==> src/rtl/edge_gpio_pkg.sv <==
package edge_gpio_pkg;
  localparam int N_OUT = 4;
  localparam int N_IN = 4;
  localparam int DW = 8;
  localparam int AW = 3;
  localparam int CFG_W = 2 * N_IN;
  localparam int CFG_FALL = 0;
  localparam int CFG_RISE = 1;

  localparam logic [AW-1:0] OFS_DIR  = 3'd0;
  localparam logic [AW-1:0] OFS_DATA = 3'd1;
  localparam logic [AW-1:0] OFS_ECFG = 3'd3;
  localparam logic [AW-1:0] OFS_PEND = 3'd4;

  // fixed direction image: ones for the output pins
  localparam logic [DW-1:0] DIR_IMAGE = DW'((1 << N_OUT) - 1);

  function automatic logic [1:0] cfg_field(input logic [CFG_W-1:0] cfg, input int idx);
    return cfg[2*idx +: 2];
  endfunction

  function automatic logic edge_hit(input logic [1:0] fld, input logic cur, input logic prv);
    return (fld[CFG_FALL] & prv & ~cur) | (fld[CFG_RISE] & cur & ~prv);
  endfunction
endpackage

==> src/rtl/edge_gpio_sync.sv <==
module edge_gpio_sync #(
  parameter int W = 4,
  parameter int STAGES = 2
) (
  input  logic         clk,
  input  logic         rst_n,
  input  logic [W-1:0] async_i,
  output logic [W-1:0] sync_o
);
  logic [W-1:0] stage_q [STAGES];

  always_ff @(posedge clk or negedge rst_n) begin
    if (!rst_n) begin
      for (int s = 0; s < STAGES; s++) stage_q[s] <= '0;
    end else begin
      stage_q[0] <= async_i;
      for (int s = 1; s < STAGES; s++) stage_q[s] <= stage_q[s-1];
    end
  end

  assign sync_o = stage_q[STAGES-1];
endmodule

==> src/rtl/edge_gpio_detect.sv <==
module edge_gpio_detect
  import edge_gpio_pkg::*;
(
  input  logic             clk,
  input  logic             rst_n,
  input  logic [N_IN-1:0]  lvl_i,
  input  logic [CFG_W-1:0] cfg_i,
  output logic [N_IN-1:0]  evt_o
);
  logic [N_IN-1:0] prev_q;

  always_ff @(posedge clk or negedge rst_n) begin
    if (!rst_n) prev_q <= '0;
    else        prev_q <= lvl_i;
  end

  for (genvar g = 0; g < N_IN; g++) begin : g_hit
    assign evt_o[g] = edge_hit(cfg_field(cfg_i, g), lvl_i[g], prev_q[g]);
  end

  AST_MASKED_QUIET: assert property (@(posedge clk) disable iff (!rst_n)
    (cfg_i == '0) |-> (evt_o == '0));
endmodule

==> src/rtl/edge_gpio_pend.sv <==
module edge_gpio_pend
  import edge_gpio_pkg::*;
(
  input  logic            clk,
  input  logic            rst_n,
  input  logic [N_IN-1:0] evt_i,
  input  logic [N_IN-1:0] clr_i,
  output logic [N_IN-1:0] pend_o
);
  logic [N_IN-1:0] pend_q;

  always_ff @(posedge clk or negedge rst_n) begin
    if (!rst_n) pend_q <= '0;
    else        pend_q <= (pend_q & ~clr_i) | evt_i;
  end

  assign pend_o = pend_q;

  AST_EVENT_SETS: assert property (@(posedge clk) disable iff (!rst_n)
    (evt_i != '0) |=> ((pend_q & $past(evt_i)) == $past(evt_i)));
  AST_CLEAR_WORKS: assert property (@(posedge clk) disable iff (!rst_n)
    (clr_i != '0) |=> ((pend_q & $past(clr_i & ~evt_i)) == '0));
  AST_PEND_HOLD: assert property (@(posedge clk) disable iff (!rst_n)
    ((clr_i == '0) && (evt_i == '0)) |=> $stable(pend_q));
endmodule

==> src/rtl/edge_gpio_top.sv <==
module edge_gpio_top
  import edge_gpio_pkg::*;
(
  input  logic           clk,
  input  logic           rst_n,
  input  logic [AW-1:0]  bus_addr,
  input  logic           bus_wr,
  input  logic [DW-1:0]  bus_wdata,
  output logic [DW-1:0]  bus_rdata,
  output logic [N_OUT-1:0] pin_out,
  input  logic [N_IN-1:0]  pin_in,
  output logic           irq
);
  logic [N_OUT-1:0] out_q;
  logic [CFG_W-1:0] cfg_q;
  logic [N_IN-1:0]  lvl_sync;
  logic [N_IN-1:0]  edge_evt;
  logic [N_IN-1:0]  pend_bits;
  logic [N_IN-1:0]  clr_req;
  logic             wr_data, wr_cfg, wr_pend;
  logic             evt_any;

  assign wr_data = bus_wr && (bus_addr == OFS_DATA);
  assign wr_cfg  = bus_wr && (bus_addr == OFS_ECFG);
  assign wr_pend = bus_wr && (bus_addr == OFS_PEND);
  assign clr_req = wr_pend ? bus_wdata[N_IN-1:0] : '0;
  assign evt_any = |edge_evt;

  always_ff @(posedge clk or negedge rst_n) begin
    if (!rst_n) begin
      out_q <= '0;
      cfg_q <= '0;
    end else begin
      if (wr_data) out_q <= bus_wdata[N_OUT-1:0];
      if (wr_cfg)  cfg_q <= bus_wdata[CFG_W-1:0];
    end
  end

  edge_gpio_sync #(.W(N_IN), .STAGES(2)) u_sync (
    .clk(clk), .rst_n(rst_n), .async_i(pin_in), .sync_o(lvl_sync));

  edge_gpio_detect u_detect (
    .clk(clk), .rst_n(rst_n), .lvl_i(lvl_sync), .cfg_i(cfg_q), .evt_o(edge_evt));

  edge_gpio_pend u_pend (
    .clk(clk), .rst_n(rst_n), .evt_i(edge_evt), .clr_i(clr_req), .pend_o(pend_bits));

  always_comb begin
    case (bus_addr)
      OFS_DIR:  bus_rdata = DIR_IMAGE;
      OFS_DATA: bus_rdata = {lvl_sync, out_q};
      OFS_ECFG: bus_rdata = cfg_q;
      OFS_PEND: bus_rdata = DW'(pend_bits);
      default:  bus_rdata = '0;
    endcase
  end

  assign pin_out = out_q;
  assign irq = |pend_bits;

  AST_PINOUT_STABLE: assert property (@(posedge clk) disable iff (!rst_n)
    !wr_data |=> $stable(pin_out));
  AST_IRQ_RISE_CAUSE: assert property (@(posedge clk) disable iff (!rst_n)
    $rose(irq) |-> $past(evt_any));
  AST_IRQ_FALL_CAUSE: assert property (@(posedge clk) disable iff (!rst_n)
    $fell(irq) |-> $past(wr_pend));
endmodule

==> config.mk <==
export PLATFORM = sky130hd
export DESIGN_NAME = edge_gpio_top
export DESIGN_NICKNAME = d
export VERILOG_FILES = /design/src/rtl/edge_gpio_pkg.sv /design/src/rtl/edge_gpio_sync.sv /design/src/rtl/edge_gpio_detect.sv /design/src/rtl/edge_gpio_pend.sv /design/src/rtl/edge_gpio_top.sv
export SDC_FILE = /design/constraint.sdc
export NUM_CORES = 1
export LEC_CHECK = 0
export BUFFER_PORTS_ARGS = -buffer_cell sky130_fd_sc_hd__buf_2
export CAP_MARGIN = 20
export CORE_ASPECT_RATIO = 0.6
export CORE_MARGIN = 3
export CORE_UTILIZATION = 55
export DETAILED_ROUTE_END_ITERATION = 16
export HOLD_SLACK_MARGIN = 0.05
export PLACE_DENSITY = 0.82
export SLEW_MARGIN = 20
export SYNTH_ARGS = -nofsm -noshare
export SYNTH_HDL_FRONTEND = slang
export SYNTH_SLANG_ARGS = --single-unit
==> constraint.sdc <==
create_clock -name clk -period 2.06 [get_ports clk]
set_input_delay 0.103 -clock clk [delete_from_list [all_inputs] [get_ports clk]]
set_output_delay 0.103 -clock clk [all_outputs]
set_load 0.01 [all_outputs]
==> Implementation_results.wiki <==
{| class="wikitable"
! Metric !! Value
|-
| Outcome || finished, final reports clean
|-
| Critical path endpoint category || output pin
|-
| Pin count of the biggest net entering global routing || 29
|-
| Number of buffers added by the clock tree synthesis step || 3
|-
| Chip height || 42.48 um
|-
| Internal power contribution || 1.021 mW
|-
| Peak supply drop || 755.0 uV
|-
| Total grt overflow || 0
|-
| Ys Warns || 0
|-
| Final setup violation count || 0
|-
| I/O pin cnt || 31
|-
| Signed area change from the synthesized netlist to the final layout || 25.03%
|-
| Buffers and inverters on the worst path || 1
|-
| Critical path data arrival time || 1.35 ns
|-
| Final hold violation count || 0
|-
| Achievable clock frequency || 0.6875 GHz
|-
| End-of-flow core utilization || 0.7754
|-
| Port Buffer Count || 30
|-
| Wire length per cell || 16.61 um
|-
| Die X || 66.80 um
|-
| Fraction of power spent switching nets || 0.2547
|-
| Delay of the slowest cell on the worst path || 0.51 ns
|-
| Routability Congestion || 0.8371
|-
| Path type of the worst min-delay path || in -> reg
|-
| Worst-margin pin slew || 0.5988 ns
|-
| Number of design rule violations left after detail routing || 0
|-
| Number of post-CTS setup repair buffers || 0
|-
| Critical-path cell list || or4_1, buf_2
|-
| Dominant cell type by area after synthesis || sky130_fd_sc_hd__dfrtp_1
|-
| Slew Limit Headroom || 0.6008
|-
| Reported max-cap violation count || 0
|-
| Top cell type's share of synthesized area || 0.5744
|-
| Clock share of power || 0.314
|-
| Post-Syn Nets || 112
|-
| Synth async-reset ratio || 1.000
|-
| Total placed instance area || 1384 sq um
|-
| Level count of the clock H-tree || 1
|-
| Sequential area share after synthesis || 0.5744
|-
| Clock latency on the worst-skew pair || 0.27 ns
|-
| Synthesized area per cell || 12.98 sq um
|-
| Number of standard-cell rows in the floorplan || 12
|-
| Final cycle utilization of the critical path || 0.7061
|-
| CTS tree || yes
|-
| DR pass1 iterations || 4
|-
| Clk sinks || 28
|-
| Design Power || 1.369 mW
|-
| Core Area || 1967 sq um
|-
| Total wirelength of the detailed-routed design || 2.657 mm
|-
| Post-Route Hold Slack || 0.05514 ns
|-
| Syn Inst Count || 94
|-
| DIE AREA || 2838 sq um
|-
| Clock period minus final worst setup slack || 1.455 ns
|-
| Detail Route Antenna Nets || 0
|-
| Portion of total power attributed to sequential cells || 0.502
|-
| DPL Wire Length || 1.909 mm
|-
| Post-Route Setup TNS || 0 ns
|-
| Worst-path fanout max || 3
|-
| Total GRT Usage || 0.2068
|-
| Required time reported for the critical path endpoint || 1.96 ns
|-
| Fraction of final layout cells sized beyond drive strength 1 || 0.3409
|-
| Cell area after layout || 1525 sq um
|-
| Violation count after the first detailed-route iteration || 64
|-
| Unrepaired setup endpoints after global routing || no
|-
| Family of cells with the greatest summed delay on the critical path || simple AND/OR/NAND/NOR gates
|-
| Via density || 5.538
|-
| Type of the setup path with the least slack || reg -> out
|-
| Vias in the first global route || 901
|-
| Antenna violations before repair || 0
|-
| Antenna cells || 0
|-
| Static leakage power || 0.7487 nW
|-
| Worst Setup Start Kind || register
|-
| Clock-pin slew on the worst setup and hold paths || 0.09 ns
|-
| Worst-path cell with the longest stage delay || sky130_fd_sc_hd__or4_1
|-
| Root buffer selected by CTS || sky130_fd_sc_hd__clkbuf_8
|-
| Predominant post-synthesis flop cell || sky130_fd_sc_hd__dfrtp_1
|-
| Share of power burned in combinational logic || 0.184
|-
| #FFs+latches synth || 28
|-
| Count of distinct cell types in the synthesized netlist || 21
|-
| Power per cell area || 897.9 nW/um^2
|-
| Via count of the routed design || 886
|-
| Number of buffers on the longest clock path || 2
|-
| NumNets Final || 151
|-
| EDFF count, synth || 0
|-
| Max-slew violation count || 0
|-
| Wire length of the first global-routing pass || 4.209 mm
|-
| Skew final || 0.003144 ns
|-
| Initial cell density of the core || 0.6202
|-
| Cell Area, Synth || 1220 sq um
|-
| Switching power total || 348.8 uW
|-
| Dominant cells by area after synthesis || sky130_fd_sc_hd__dfrtp_1, sky130_fd_sc_hd__mux2_4, sky130_fd_sc_hd__mux2i_1, sky130_fd_sc_hd__a22o_1, sky130_fd_sc_hd__inv_1
|}
==> flip-flops by register name, indices dropped and copies added, names as in the netlist <==
name,flops
cfg_q,8
pin_out,4
u_detect.prev_q,4
u_pend.pend_o,4
u_sync.stage_q,4
u_sync.sync_o,4
==> worst register-to-register path: cells and delay by family (launching register included) <==
kind | cells | cell delay, ns
AOI/OAI and AO/OA | 2 | 0.28
DFF | 1 | 0.41
==> what timing repair did <==
action                                 4_1_cts  5_1_grt
hold buffers                                 6        1
endpoints found under the hold margin       33        1
resized for setup                            0        0
==> synthesized netlist by cell type, types with 2 or more instances <==
cell / instances
sky130_fd_sc_hd__mux2_4: 8
sky130_fd_sc_hd__o22ai_1: 4
sky130_fd_sc_hd__o221ai_1: 2
sky130_fd_sc_hd__nand2_1: 6
sky130_fd_sc_hd__buf_2: 2
sky130_fd_sc_hd__dfrtp_1: 28
sky130_fd_sc_hd__nand3b_1: 2
sky130_fd_sc_hd__nor2b_1: 4
sky130_fd_sc_hd__o211ai_1: 2
sky130_fd_sc_hd__a22o_1: 4
sky130_fd_sc_hd__mux2i_1: 8
sky130_fd_sc_hd__o21ai_0: 4
sky130_fd_sc_hd__inv_1: 9
sky130_fd_sc_hd__nor2_1: 4
==> cell families after synthesis <==
family,synth area share
AND/OR/NAND/NOR,0.1241
multiplexers,0.1641
AO/OA/AOI/OAI,0.09230
flip-flops,0.5744
buffers and inverters,0.04513
==> metrics by stage <==
stage	cells	worst slack (ns)
global route	160	0.5466
detailed placement	149	0.7950
finish	160	0.6054
global placement	149	0.8321
CTS	159	0.6006
floorplan	94	0.9793
==> cell type report <==
type	instances	area [sq um]
Sequential cell	28	700.7
Clock buffer	3	41.29
Fill cell	135	441.7
Inverter	9	33.78
Tap cell	28	35.03
Clock inverter	1	30.03
Multi-Input combinational cell	54	464.2
Timing Repair Buffer	37	220.2
==> cells in the final DEF, fill, tap and decap left out <==
cell,count
sky130_fd_sc_hd__or4_1,1
sky130_fd_sc_hd__o211ai_1,2
sky130_fd_sc_hd__o22ai_1,4
sky130_fd_sc_hd__inv_1,9
sky130_fd_sc_hd__nor3b_2,1
sky130_fd_sc_hd__nand4bb_1,1
sky130_fd_sc_hd__o21ai_0,4
sky130_fd_sc_hd__bufinv_16,1
sky130_fd_sc_hd__mux2i_1,8
sky130_fd_sc_hd__dlygate4sd3_1,7
sky130_fd_sc_hd__nand3b_1,2
sky130_fd_sc_hd__mux2_4,8
sky130_fd_sc_hd__clkbuf_8,3
sky130_fd_sc_hd__and3b_1,1
sky130_fd_sc_hd__nor2_1,4
sky130_fd_sc_hd__a22o_1,4
sky130_fd_sc_hd__nand2_8,1
sky130_fd_sc_hd__nor2b_1,4
sky130_fd_sc_hd__o221ai_1,2
sky130_fd_sc_hd__buf_2,30
sky130_fd_sc_hd__dfrtp_1,28
sky130_fd_sc_hd__nand2b_4,1
sky130_fd_sc_hd__nand2_1,6
==> per-layer routing <==
layer	share of wire	GRT usage	up-vias
met3	0.086	0.08311	12
li1	-	-	406
met4	0.033	0.08097	0
met5	0	0	-
met1	0.43	0.2487	420
met2	0.45	0.3307	48
==> final timing paths <==
| check | startpoint | to | slack [ns] | depth (start not counted) |
|---|---|---|---|---|
| max | u_pend.pend_o[0] | irq | 0.61 | 2 |
| min | bus_wdata[7] | cfg_q[7] | 0.06 | 2 |
| max reg2reg | u_pend.pend_o[3] | u_pend.pend_o[3] | 1.24 | 2 |
| min reg2reg | u_sync.stage_q[4] | u_sync.sync_o[0] | 0.35 | 0 |
| max in group asynchronous | rst_n | u_sync.sync_o[1] | 1.31 | 2 |
| min in group asynchronous | rst_n | pin_out[0] | 0.36 | 2 |
==> power by group through the flow <==
stage / registers [mW] / clock network [mW] / logic [mW]
finish: 0.687 / 0.430 / 0.252
detailed placement: 0.697 / 0 / 0.238
CTS: 0.687 / 0.439 / 0.251
global route: 0.696 / 0.467 / 0.275
floorplan: 0.685 / 0 / 0.149
global placement: 0.691 / 0 / 0.230
(Power assumes the default switching activity.)
